`config.mk`:
```
export PLATFORM = sky130hd
export DESIGN_NAME = uart_rx_addr
export DESIGN_NICKNAME = d
export VERILOG_FILES = /design/src/rtl/uart_rx_pkg.sv /design/src/rtl/uart_rx_sync.sv /design/src/rtl/uart_rx_deframer.sv /design/src/rtl/uart_rx_fifo.sv /design/src/rtl/uart_rx_addr.sv
export SDC_FILE = /design/constraint.sdc
export NUM_CORES = 1
export LEC_CHECK = 0
export ABC_AREA = 1
export BUFFER_PORTS_ARGS = -buffer_cell sky130_fd_sc_hd__buf_2
export CAP_MARGIN = 0
export CORE_MARGIN = 2
export CORE_UTILIZATION = 35
export DETAILED_ROUTE_END_ITERATION = 12
export PLACE_DENSITY = 0.52
export SYNTH_ARGS = -nofsm -noshare
export SYNTH_HDL_FRONTEND = slang
export SYNTH_SLANG_ARGS = --single-unit
```
`constraint.sdc`:
```
create_clock -name clk -period 2.3 [get_ports clk]
set_clock_uncertainty 0.2 [all_clocks]
set_input_delay 0.46 -clock clk [delete_from_list [all_inputs] [get_ports clk]]
set_output_delay 0.46 -clock clk [all_outputs]
set_load 0.01 [all_outputs]
```
`src/rtl/uart_rx_pkg.sv`:
```
package uart_rx_pkg;
  localparam int unsigned BYTE_W    = 8;
  localparam int unsigned WORD_W    = BYTE_W + 1;
  localparam int unsigned CTRL_W    = 4;
  localparam logic        ADDR_CTRL = 1'b0;
  localparam logic        ADDR_DATA = 1'b1;

  typedef struct packed {
    logic addr_filt;
    logic rx_en;
    logic wide9;
    logic port_en;
  } ctrl_t;

  typedef enum logic [1:0] {
    ST_IDLE,
    ST_START,
    ST_DATA,
    ST_STOP
  } rx_state_e;
endpackage

```
`src/rtl/uart_rx_sync.sv`:
```
module uart_rx_sync #(
  parameter int unsigned STAGES    = 2,
  parameter logic        RESET_VAL = 1'b1
) (
  input  logic clk,
  input  logic rst_n,
  input  logic d,
  output logic q
);
  logic [STAGES-1:0] stg_q;
  logic [STAGES-1:0] stg_d;

  always_comb begin
    stg_d = {stg_q[STAGES-2:0], d};
  end

  always_ff @(posedge clk or negedge rst_n) begin
    if (!rst_n) stg_q <= {STAGES{RESET_VAL}};
    else        stg_q <= stg_d;
  end

  assign q = stg_q[STAGES-1];
endmodule

```
`src/rtl/uart_rx_deframer.sv`:
```
module uart_rx_deframer
  import uart_rx_pkg::*;
#(
  parameter int unsigned OVS = 16,
  parameter int unsigned W   = WORD_W
) (
  input  logic         clk,
  input  logic         rst_n,
  input  logic         clr,
  input  logic         tick,
  input  logic         rx,
  input  logic         wide,
  output logic         done,
  output logic [W-1:0] word,
  output logic         stop_ok
);
  localparam int unsigned CW  = $clog2(OVS);
  localparam int unsigned BW  = $clog2(W + 1);
  localparam int unsigned MID = OVS / 2;

  rx_state_e      state_q, state_d;
  logic [CW-1:0]  cnt_q, cnt_d;
  logic [BW-1:0]  bit_q, bit_d;
  logic [W-1:0]   sh_q, sh_d;
  logic [1:0]     smp_q, smp_d;
  logic           done_q, done_d;
  logic           stop_q, stop_d;
  logic           maj;
  logic           at_vote, at_end;
  logic [BW-1:0]  nbits;

  assign maj     = (smp_q[0] & smp_q[1]) | (smp_q[0] & rx) | (smp_q[1] & rx);
  assign at_vote = (cnt_q == CW'(MID + 1));
  assign at_end  = (cnt_q == CW'(OVS - 1));
  assign nbits   = wide ? BW'(W) : BW'(W - 1);

  always_comb begin
    state_d = state_q;
    cnt_d   = cnt_q;
    bit_d   = bit_q;
    sh_d    = sh_q;
    smp_d   = smp_q;
    done_d  = 1'b0;
    stop_d  = stop_q;
    if (tick) begin
      if (state_q == ST_IDLE) begin
        if (!rx) begin
          state_d = ST_START;
          cnt_d   = '0;
        end
      end else begin
        cnt_d = at_end ? '0 : cnt_q + 1'b1;
        if (cnt_q == CW'(MID - 1)) smp_d[0] = rx;
        if (cnt_q == CW'(MID))     smp_d[1] = rx;
        case (state_q)
          ST_START: begin
            if (at_vote && maj) state_d = ST_IDLE;
            else if (at_end) begin
              state_d = ST_DATA;
              bit_d   = '0;
            end
          end
          ST_DATA: begin
            if (at_vote) sh_d = {maj, sh_q[W-1:1]};
            if (at_end) begin
              if (bit_q == nbits - 1'b1) state_d = ST_STOP;
              else                       bit_d   = bit_q + 1'b1;
            end
          end
          ST_STOP: begin
            if (at_vote) begin
              done_d  = 1'b1;
              stop_d  = maj;
              state_d = ST_IDLE;
            end
          end
          default: state_d = ST_IDLE;
        endcase
      end
    end
    if (clr) begin
      state_d = ST_IDLE;
      cnt_d   = '0;
      done_d  = 1'b0;
    end
  end

  always_ff @(posedge clk or negedge rst_n) begin
    if (!rst_n) begin
      state_q <= ST_IDLE;
      cnt_q   <= '0;
      bit_q   <= '0;
      sh_q    <= '0;
      smp_q   <= '0;
      done_q  <= 1'b0;
      stop_q  <= 1'b1;
    end else begin
      state_q <= state_d;
      cnt_q   <= cnt_d;
      bit_q   <= bit_d;
      sh_q    <= sh_d;
      smp_q   <= smp_d;
      done_q  <= done_d;
      stop_q  <= stop_d;
    end
  end

  assign done    = done_q;
  assign stop_ok = stop_q;
  assign word    = wide ? sh_q : {1'b0, sh_q[W-1:1]};
endmodule

```
`src/rtl/uart_rx_fifo.sv`:
```
module uart_rx_fifo #(
  parameter int unsigned W     = 10,
  parameter int unsigned DEPTH = 2
) (
  input  logic                       clk,
  input  logic                       rst_n,
  input  logic                       clr,
  input  logic                       push,
  input  logic                       pop,
  input  logic [W-1:0]               din,
  output logic [W-1:0]               dout,
  output logic [$clog2(DEPTH+1)-1:0] count,
  output logic                       full,
  output logic                       empty
);
  localparam int unsigned AW  = (DEPTH > 1) ? $clog2(DEPTH) : 1;
  localparam int unsigned CNW = $clog2(DEPTH + 1);

  logic [W-1:0]   mem_q [DEPTH];
  logic [AW-1:0]  wp_q, wp_d, rp_q, rp_d;
  logic [CNW-1:0] cnt_q, cnt_d;
  logic           do_push, do_pop;

  assign full    = (cnt_q == CNW'(DEPTH));
  assign empty   = (cnt_q == '0);
  assign do_push = push & ~full;
  assign do_pop  = pop & ~empty;

  always_comb begin
    wp_d  = wp_q;
    rp_d  = rp_q;
    cnt_d = cnt_q;
    if (do_push) wp_d = (wp_q == AW'(DEPTH - 1)) ? '0 : wp_q + 1'b1;
    if (do_pop)  rp_d = (rp_q == AW'(DEPTH - 1)) ? '0 : rp_q + 1'b1;
    case ({do_push, do_pop})
      2'b10:   cnt_d = cnt_q + 1'b1;
      2'b01:   cnt_d = cnt_q - 1'b1;
      default: cnt_d = cnt_q;
    endcase
    if (clr) begin
      wp_d  = '0;
      rp_d  = '0;
      cnt_d = '0;
    end
  end

  always_ff @(posedge clk or negedge rst_n) begin
    if (!rst_n) begin
      wp_q  <= '0;
      rp_q  <= '0;
      cnt_q <= '0;
    end else begin
      wp_q  <= wp_d;
      rp_q  <= rp_d;
      cnt_q <= cnt_d;
    end
  end

  for (genvar e = 0; e < DEPTH; e++) begin : g_entry
    logic wen;
    assign wen = do_push & ~clr & (wp_q == AW'(e));
    always_ff @(posedge clk or negedge rst_n) begin
      if (!rst_n)   mem_q[e] <= '0;
      else if (wen) mem_q[e] <= din;
    end
  end

  assign dout  = mem_q[rp_q];
  assign count = cnt_q;
endmodule

```
`src/rtl/uart_rx_addr.sv`:
```
module uart_rx_addr
  import uart_rx_pkg::*;
#(
  parameter int unsigned OVS        = 16,
  parameter int unsigned FIFO_DEPTH = 2
) (
  input  logic              clk,
  input  logic              rst_n,
  input  logic              baud_tick,
  input  logic              rx_in,
  input  logic              reg_wr,
  input  logic              reg_rd,
  input  logic              reg_addr,
  input  logic [CTRL_W-1:0] reg_wdata,
  output logic [BYTE_W-1:0] reg_rdata,
  output logic              rx_irq
);
  localparam int unsigned ENT_W = WORD_W + 1;
  localparam int unsigned CNW   = $clog2(FIFO_DEPTH + 1);

  logic              rst_s_n;
  logic              rx_s;
  ctrl_t             ctrl_q, ctrl_d;
  logic              ovr_q, ovr_d;
  logic              port_en, rx_en, run;
  logic              frm_done, frm_stop_ok;
  logic [WORD_W-1:0] frm_word;
  logic              accept, push, pop;
  logic [ENT_W-1:0]  head;
  logic [CNW-1:0]    fifo_cnt;
  logic              fifo_full, fifo_empty;

  uart_rx_sync #(.STAGES(2), .RESET_VAL(1'b0)) u_rst_sync (
    .clk(clk), .rst_n(rst_n), .d(1'b1), .q(rst_s_n)
  );

  uart_rx_sync #(.STAGES(2), .RESET_VAL(1'b1)) u_rx_sync (
    .clk(clk), .rst_n(rst_s_n), .d(rx_in), .q(rx_s)
  );

  assign port_en = ctrl_q.port_en;
  assign rx_en   = ctrl_q.rx_en;
  assign run     = port_en & rx_en;

  uart_rx_deframer #(.OVS(OVS), .W(WORD_W)) u_deframer (
    .clk(clk), .rst_n(rst_s_n), .clr(~run), .tick(baud_tick), .rx(rx_s),
    .wide(ctrl_q.wide9), .done(frm_done), .word(frm_word), .stop_ok(frm_stop_ok)
  );

  always_comb begin
    accept = frm_done & run & ~ovr_q;
    if (ctrl_q.wide9 && ctrl_q.addr_filt && !frm_word[WORD_W-1]) accept = 1'b0;
  end

  assign push = accept & ~fifo_full;
  assign pop  = reg_rd & (reg_addr == ADDR_DATA) & ~fifo_empty;

  uart_rx_fifo #(.W(ENT_W), .DEPTH(FIFO_DEPTH)) u_fifo (
    .clk(clk), .rst_n(rst_s_n), .clr(~port_en), .push(push), .pop(pop),
    .din({~frm_stop_ok, frm_word}), .dout(head), .count(fifo_cnt),
    .full(fifo_full), .empty(fifo_empty)
  );

  always_comb begin
    ctrl_d = ctrl_q;
    if (reg_wr && reg_addr == ADDR_CTRL) ctrl_d = ctrl_t'(reg_wdata);
  end

  always_comb begin
    ovr_d = ovr_q;
    if (!run)                     ovr_d = 1'b0;
    else if (accept && fifo_full) ovr_d = 1'b1;
  end

  always_ff @(posedge clk or negedge rst_s_n) begin
    if (!rst_s_n) begin
      ctrl_q <= '0;
      ovr_q  <= 1'b0;
    end else begin
      ctrl_q <= ctrl_d;
      ovr_q  <= ovr_d;
    end
  end

  always_comb begin
    if (reg_addr == ADDR_DATA)
      reg_rdata = head[BYTE_W-1:0];
    else
      reg_rdata = {~fifo_empty, head[WORD_W-1] & ~fifo_empty, ovr_q,
                   head[ENT_W-1] & ~fifo_empty, ctrl_q};
  end

  assign rx_irq = ~fifo_empty;
endmodule

```
# Word level (Yosys, flattened, before mapping)
# Index checks and enable logic that the tools add are counted.
[totals]
regBits = 56
inputBits = 11
output_inout_bits = 9
wordCells = 137
[op_classes]
addsub = 7
mux = 42
bitwise = 26
n_reduce_logical = 16
eq_ne = 25
magnitude_cmp = 1
[ops]
columns = ["operator", "count"]
rows = [
  ["4-bit 2-to-1 mux", 9],
  ["10-bit 2-to-1 mux", 3],
  ["2-bit 2-to-1 mux", 10],
  ["1-bit bitwise AND", 16],
  ["1-bit 2-to-1 mux", 15],
  ["4-bit equality test, second input constant", 3],
  ["4-bit by 2-bit inequality test with 1-bit output, second input constant", 3],
  ["2-bit by 1-bit inequality test with 1-bit output, second input constant", 5],
  ["9-bit 2-to-1 mux", 1],
  ["4-bit by 1-bit adder with 4-bit output, second input constant", 2],
  ["2-bit equality test, second input constant", 4],
  ["8-bit 2-to-1 mux", 1],
  ["4-bit case mux with 2 select lines", 1],
  ["4-bit AND reduction", 2],
  ["1-bit inverter", 7],
  ["7-bit AND reduction", 1],
  ["2-bit inequality test, second input constant", 3],
  ["2-bit case mux with 3 select lines", 1],
  ["3-bit AND reduction", 2],
  ["6-bit AND reduction", 1],
  ["1-bit logical AND", 5],
  ["5-bit by 2-bit inequality test with 1-bit output, second input constant", 1],
  ["2-bit by 1-bit equality test with 1-bit output, second input constant", 2],
  ["4-bit by 3-bit equality test with 1-bit output, second input constant", 1],
  ["15 further kinds", 18],
]

# Longest topological paths before layout
[depth]
ltp_word = 9
mapped_depth = 11
mapped_depth_nobuf = 11

# By module
# From an unflattened synthesis, not the netlist that was laid out.
[unflattened]
cells_unflattened = 380
area_unflattened_um2 = 3020.4
[by_module_without_submodules]
columns = ["mod", "area_each_um2", "instances", "cells_per_inst", "seq_area_each_um2"]
rows = [
  ["uart_rx_deframer", 1381.3, 1, 177, 576.8],
  ["uart_rx_fifo", 1196.1, 1, 143, 600.6],
  ["uart_rx_addr", 340.3, 1, 56, 125.1],
  ["uart_rx_sync at u_rx_sync", 52.6, 1, 2, 52.6],
  ["uart_rx_sync at u_rst_sync", 50.0, 1, 2, 50.0],
]

# Worst setup path after synthesis
# No wires, ideal clock.
[synth_timing]
path_type = "reg-to-reg"
start = "reg u_deframer.state_q[0]"
end = "reg u_deframer.sh_q[8]"
synth_period_minus_slack_ns = 1.754
stages_incl_launch_ff = 8
setup_ns = 0.127
path_buffers = 1
required_time_ns = 1.973
arrival_time_ns = 1.427
slack_ns = 0.546
path_cell_list = "dfrtp_1 -> inv_1 -> ha_1 -> inv_1 -> nand2_1 -> nor3_4 -> buf_4 -> o21ai_0"
[synth_between]
elab_chain_cells = 3
elab_cells_between_ends = 4
classes_between = "eq/ne (1); bitwise (1); reduce/logical (2)"
[synth_lines]
columns = ["element", "line", "rtl"]
rows = [
  ["from (decl)", "uart_rx_deframer.sv:21", "rx_state_e state_q, state_d;"],
  ["from (signal assigned)", "uart_rx_deframer.sv:98", "state_q <= state_d;"],
  ["2-bit logical NOT", "uart_rx_deframer.sv:46", "if (state_q == ST_IDLE) begin"],
  ["1-bit inverter (no line)", "--", ""],
  ["4-bit AND reduction (no line) (*)", "--", ""],
  ["to (signal assigned)", "uart_rx_deframer.sv:93", "sh_q <= '0;"],
  ["to (signal assigned)", "uart_rx_deframer.sv:101", "sh_q <= sh_d;"],
  ["to (decl)", "uart_rx_deframer.sv:24", "logic [W-1:0] sh_q, sh_d;"],
]
# Every way passes the cells marked *; elsewhere a longest branch is shown, timed or not.
# A chain may end at the register's enable or synchronous reset.

# Worst setup path after layout
[layout_timing]
start = "reg u_fifo.cnt_q[1], in the netlist u_fifo.count[1]"
end = "out reg_rdata[6]"
[layout_between]
elab_chain_cells = 4
[layout_lines]
columns = ["element", "line", "rtl"]
rows = [
  ["from (decl)", "uart_rx_fifo.sv:21", "logic [CNW-1:0] cnt_q, cnt_d;"],
  ["from (signal assigned)", "uart_rx_fifo.sv:55", "cnt_q <= cnt_d;"],
  ["2-bit logical NOT", "uart_rx_fifo.sv:25", "assign empty = (cnt_q == '0);"],
  ["1-bit inverter", "uart_rx_addr.sv:89", "reg_rdata = {~fifo_empty, head[WORD_W-1] & ~fifo_empty, ovr_q,"],
  ["1-bit bitwise AND", "uart_rx_addr.sv:89", ""],
  ["8-bit 2-to-1 mux", "uart_rx_addr.sv:86", "if (reg_addr == ADDR_DATA)"],
  ["to (decl)", "uart_rx_addr.sv:15", "output logic [BYTE_W-1:0] reg_rdata,"],
]
# Every way passes these cells.

==> impl_metrics.csv <==
group,metric,value,unit
worst_setup_path,end_kind,"output port",
pwr,p_per_area,666,nW/µm²
synth,syn_area,2920,µm²
synth,netlist.area_leader.share,45.5,%
cts,cts_tree,"built",
pwr,total_power,2150,µW
hold_path,hold_path.class,"in -> reg",
synth,synth.most_common_cell,"nand2_1",
synth,synth_top_area_cell,"dfrtp_1",
floorplanning,io_pins,20,
place,gp_congestion,0.796,
worst_setup_path,cp_max_fo,5,
floorplanning,die_y,95.3,µm
synth,synth_seq_area_share,48.2,%
timing,fin_crit_sh,92.3,%
floorplanning,num_rows,33,
cells_and_area,area_growth,10.5,%
place,dp_hpwl,4400,µm
synth,synth_common_cells,"nand2_1 (74), o21ai_0 (56), dfrtp_1 (53), inv_1 (46), nand3_1 (19)",
synth,netlist_instances,339,
synth,synth_area_leaders,"dfrtp_1 (45%), o21ai_0 (9.6%), nand2_1 (9.5%), inv_1 (5.9%), ha_1 (3.4%)",
cts,clock-root-buffer,"clkbuf_8",
floorplanning,fp.dieArea,9080,µm²
place,port_buffers,19,
synth,synth_nets,358,
timing,setup_tns,0,ps
timing,finalHoldViolations,0,
worst_setup_path,startpoint_type,"flop",
synth,ys.flop_type,"dfrtp_1",
global_route,grtUsageTotal,14.8,%
global_route,grt_max_degree,55,
detailed_routing,viasPerCell,4.74,
synth,async_reset_ff_share,100,%
floorplanning,die_x,95.3,µm
detailed_routing,routed-via-count,2223,
worst_setup_path,crit_buf_inv,3,
cells_and_area,layout-drive-gt1-share,15.7,%
cts,clock_sinks,56,
cells_and_area,nFillCells,842,
timing,max_freq,471,MHz
worst_setup_path,crit_type,"reg -> out",
global_route,grt_pass1_vias,2207,
cells_and_area,fin_area,3220,µm²
worst_setup_path,critPathSlowestCell,"dfrtp_1",
timing,worst_pin_slew,696,ps
place,placed_area,3120,µm²
global_route,grt.overflow.total,0,
pwr,p_leak,0.00162,µW
worst_setup_path,crit_family,"flip-flops",
cts,clock_latency,330,ps
floorplanning,coreArea,8130,µm²
synth,synth.distinct_cells,31,
worst_setup_path,crit_arrival,1460,ps
flow_run,drv_cap,0,
worst_setup_path,cp_cell_sequence,"inv_1 > nand2_1 > inv_1 > nor2_1 > nand2_1 > o21ai_0 > buf_2",
cts,clock_path_buffers,2,
global_route,antenna_found_initial,0,
cts,clkTransAtPathRegs,110,ps
detailed_routing,finalWirelength,6090,µm
pwr,ir_worst_vdd,0.225,mV
cts,htreeDepth,2,
synth,ys_ff_latch,56,
cts,cts_resized,0,
synth,synth_edf_count,0,
detailed_routing,firstDrtPassIters,4,
timing,setup_viol,0,
outcome,status,"complete, no violations",
worst_setup_path,worstPathRequired,1640,ps
cts,numCtsBuffers,5,
detailed_routing,drtIter0Drc,111,
detailed_routing,drcViolationCount,0,
cells_and_area,n_antenna_cell,0,
timing,slew_violations,0,
detailed_routing,ant_nets,0,
synth,yosys_warnings,0,
timing,min_period,2120,ps
detailed_routing,avgRoutedWirePerCell,13.0,µm
global_route,grt_first_pass_wirelength,10500,µm
worst_setup_path,max_stage_delay,430,ps
timing,slew_headroom,53.6,%
cts,cts_setup_buffers,0,
synth,syn_avg_cell_area,8.60,µm²
cells_and_area,fin_nets,382,
floorplanning,start_util,35.8,%
timing,rsz0062_at_grt,"false",
[worst register-to-register path, cell delays in order, from the launching register on]
cell	delay, ps
dfrtp_1	400
inv_1	80
ha_1	210
inv_1	140
nand2_1	170
nand3_2	210
nand4_1	160
o21ai_0	180
a21oi_1	60
[final cells by class]
type / instances / area [µm²] / area share, %
repair buffers: 26 / 150 / 4.66
multi-input cells: 228 / 1270 / 39.3
inverters: 46 / 173 / 5.36
well taps: 105 / 131 / 4.08
clock buffers: 5 / 68.8 / 2.14
flip-flops and latches: 56 / 1410 / 43.7
clock inverters: 3 / 25.0 / 0.777
[placed cells by master (no fill, tap or decap), drive strengths merged, types with 2 or more instances in the layout]
cell    Yosys  routed
nand2      75      75
o21a        2       2
nor2       22      22
o21ai      57      57
clkbuf      4       5
a21oi      18      18
ha          8       8
nand4       6       6
xor2        2       2
dfstp       3       3
buf         5      25
dfrtp      53      53
inv        46      48
mux2       11      11
nand3      21      21
nor3        3       3
[final timing paths]
path,endpoint,depth (start not counted),slack [ps],startpoint
worst max-delay path,reg_rdata[6],7,180,u_fifo.count[1]
worst min-delay path,u_rx_sync.stg_q[0],1,40,rx_in
worst max register to register,u_deframer.cnt_q[3],8,390,u_deframer.state_q[0]
worst min register to register,u_rx_sync.stg_q[1],0,160,u_rx_sync.stg_q[0]
max in group asynchronous,ctrl_q[1],1,1250,u_rst_sync.stg_q[1]
min in group asynchronous,u_deframer.sh_q[3],1,180,u_rst_sync.stg_q[1]
[what timing repair did]
action | CTS | global route
hold buffers | 1 | 0
setup endpoints to repair | 0 | 0
endpoints found under the hold margin | 2 | 0
[power by group]
group / total (µW) / internal [µW] / switching (µW)
clock: 580 / 223 / 357
sequential: 1080 / 1030 / 48.0
combinational: 488 / 161 / 327
[logic make-up (layout without fill, tap and decap cells)]
group                    count (synthesis)  in the layout  synth area share [%]
AND/OR/NAND/NOR                        128            128                  20.8
AO/OA/AOI/OAI                           77             77                  13.4
flip-flops                              56             56                  48.2
buffers and inverters                   55             80                  8.33
multiplexers                            12             12                  5.11
adder cells (fa/ha/maj)                  8              8                  3.43
XOR/XNOR                                 2              2                 0.601
other                                    1              1                 0.129
[metrics by stage]
stage                     worst slack, ps  util, %  instances  hold WS, ps
after global routing                 16.0     39.6        469         12.9
after CTS                             113     39.6        469         22.4
after global placement                317     38.3        460         45.4
after detailed placement              315     38.3        460         46.8
after floorplan                       431        -        339        -35.6
final                                 177     39.6        469         36.4
[registers in the layout (all words and copies together), names as in the netlist, 2 cells and up]
register,cells
u_fifo.mem_q,20
u_deframer.sh_q,9
u_deframer.bit_q,4
u_deframer.cnt_q,4
ctrl_q,2
u_deframer.smp_q,2
u_deframer.state_q,2
u_fifo.count,2
u_rst_sync.stg_q,2
u_rx_sync.stg_q,2
[metal layers]
layer / up-vias / part of all wire (%) / track usage (%)
li1: 1146 / - / -
met1: 1044 / 52 / 21.3
met2: 29 / 45 / 23.4
met3: 4 / 2.6 / 2.37
met4: 0 / 0.84 / 3.62
met5: - / 0 / 0
(Power assumes the default switching activity.)
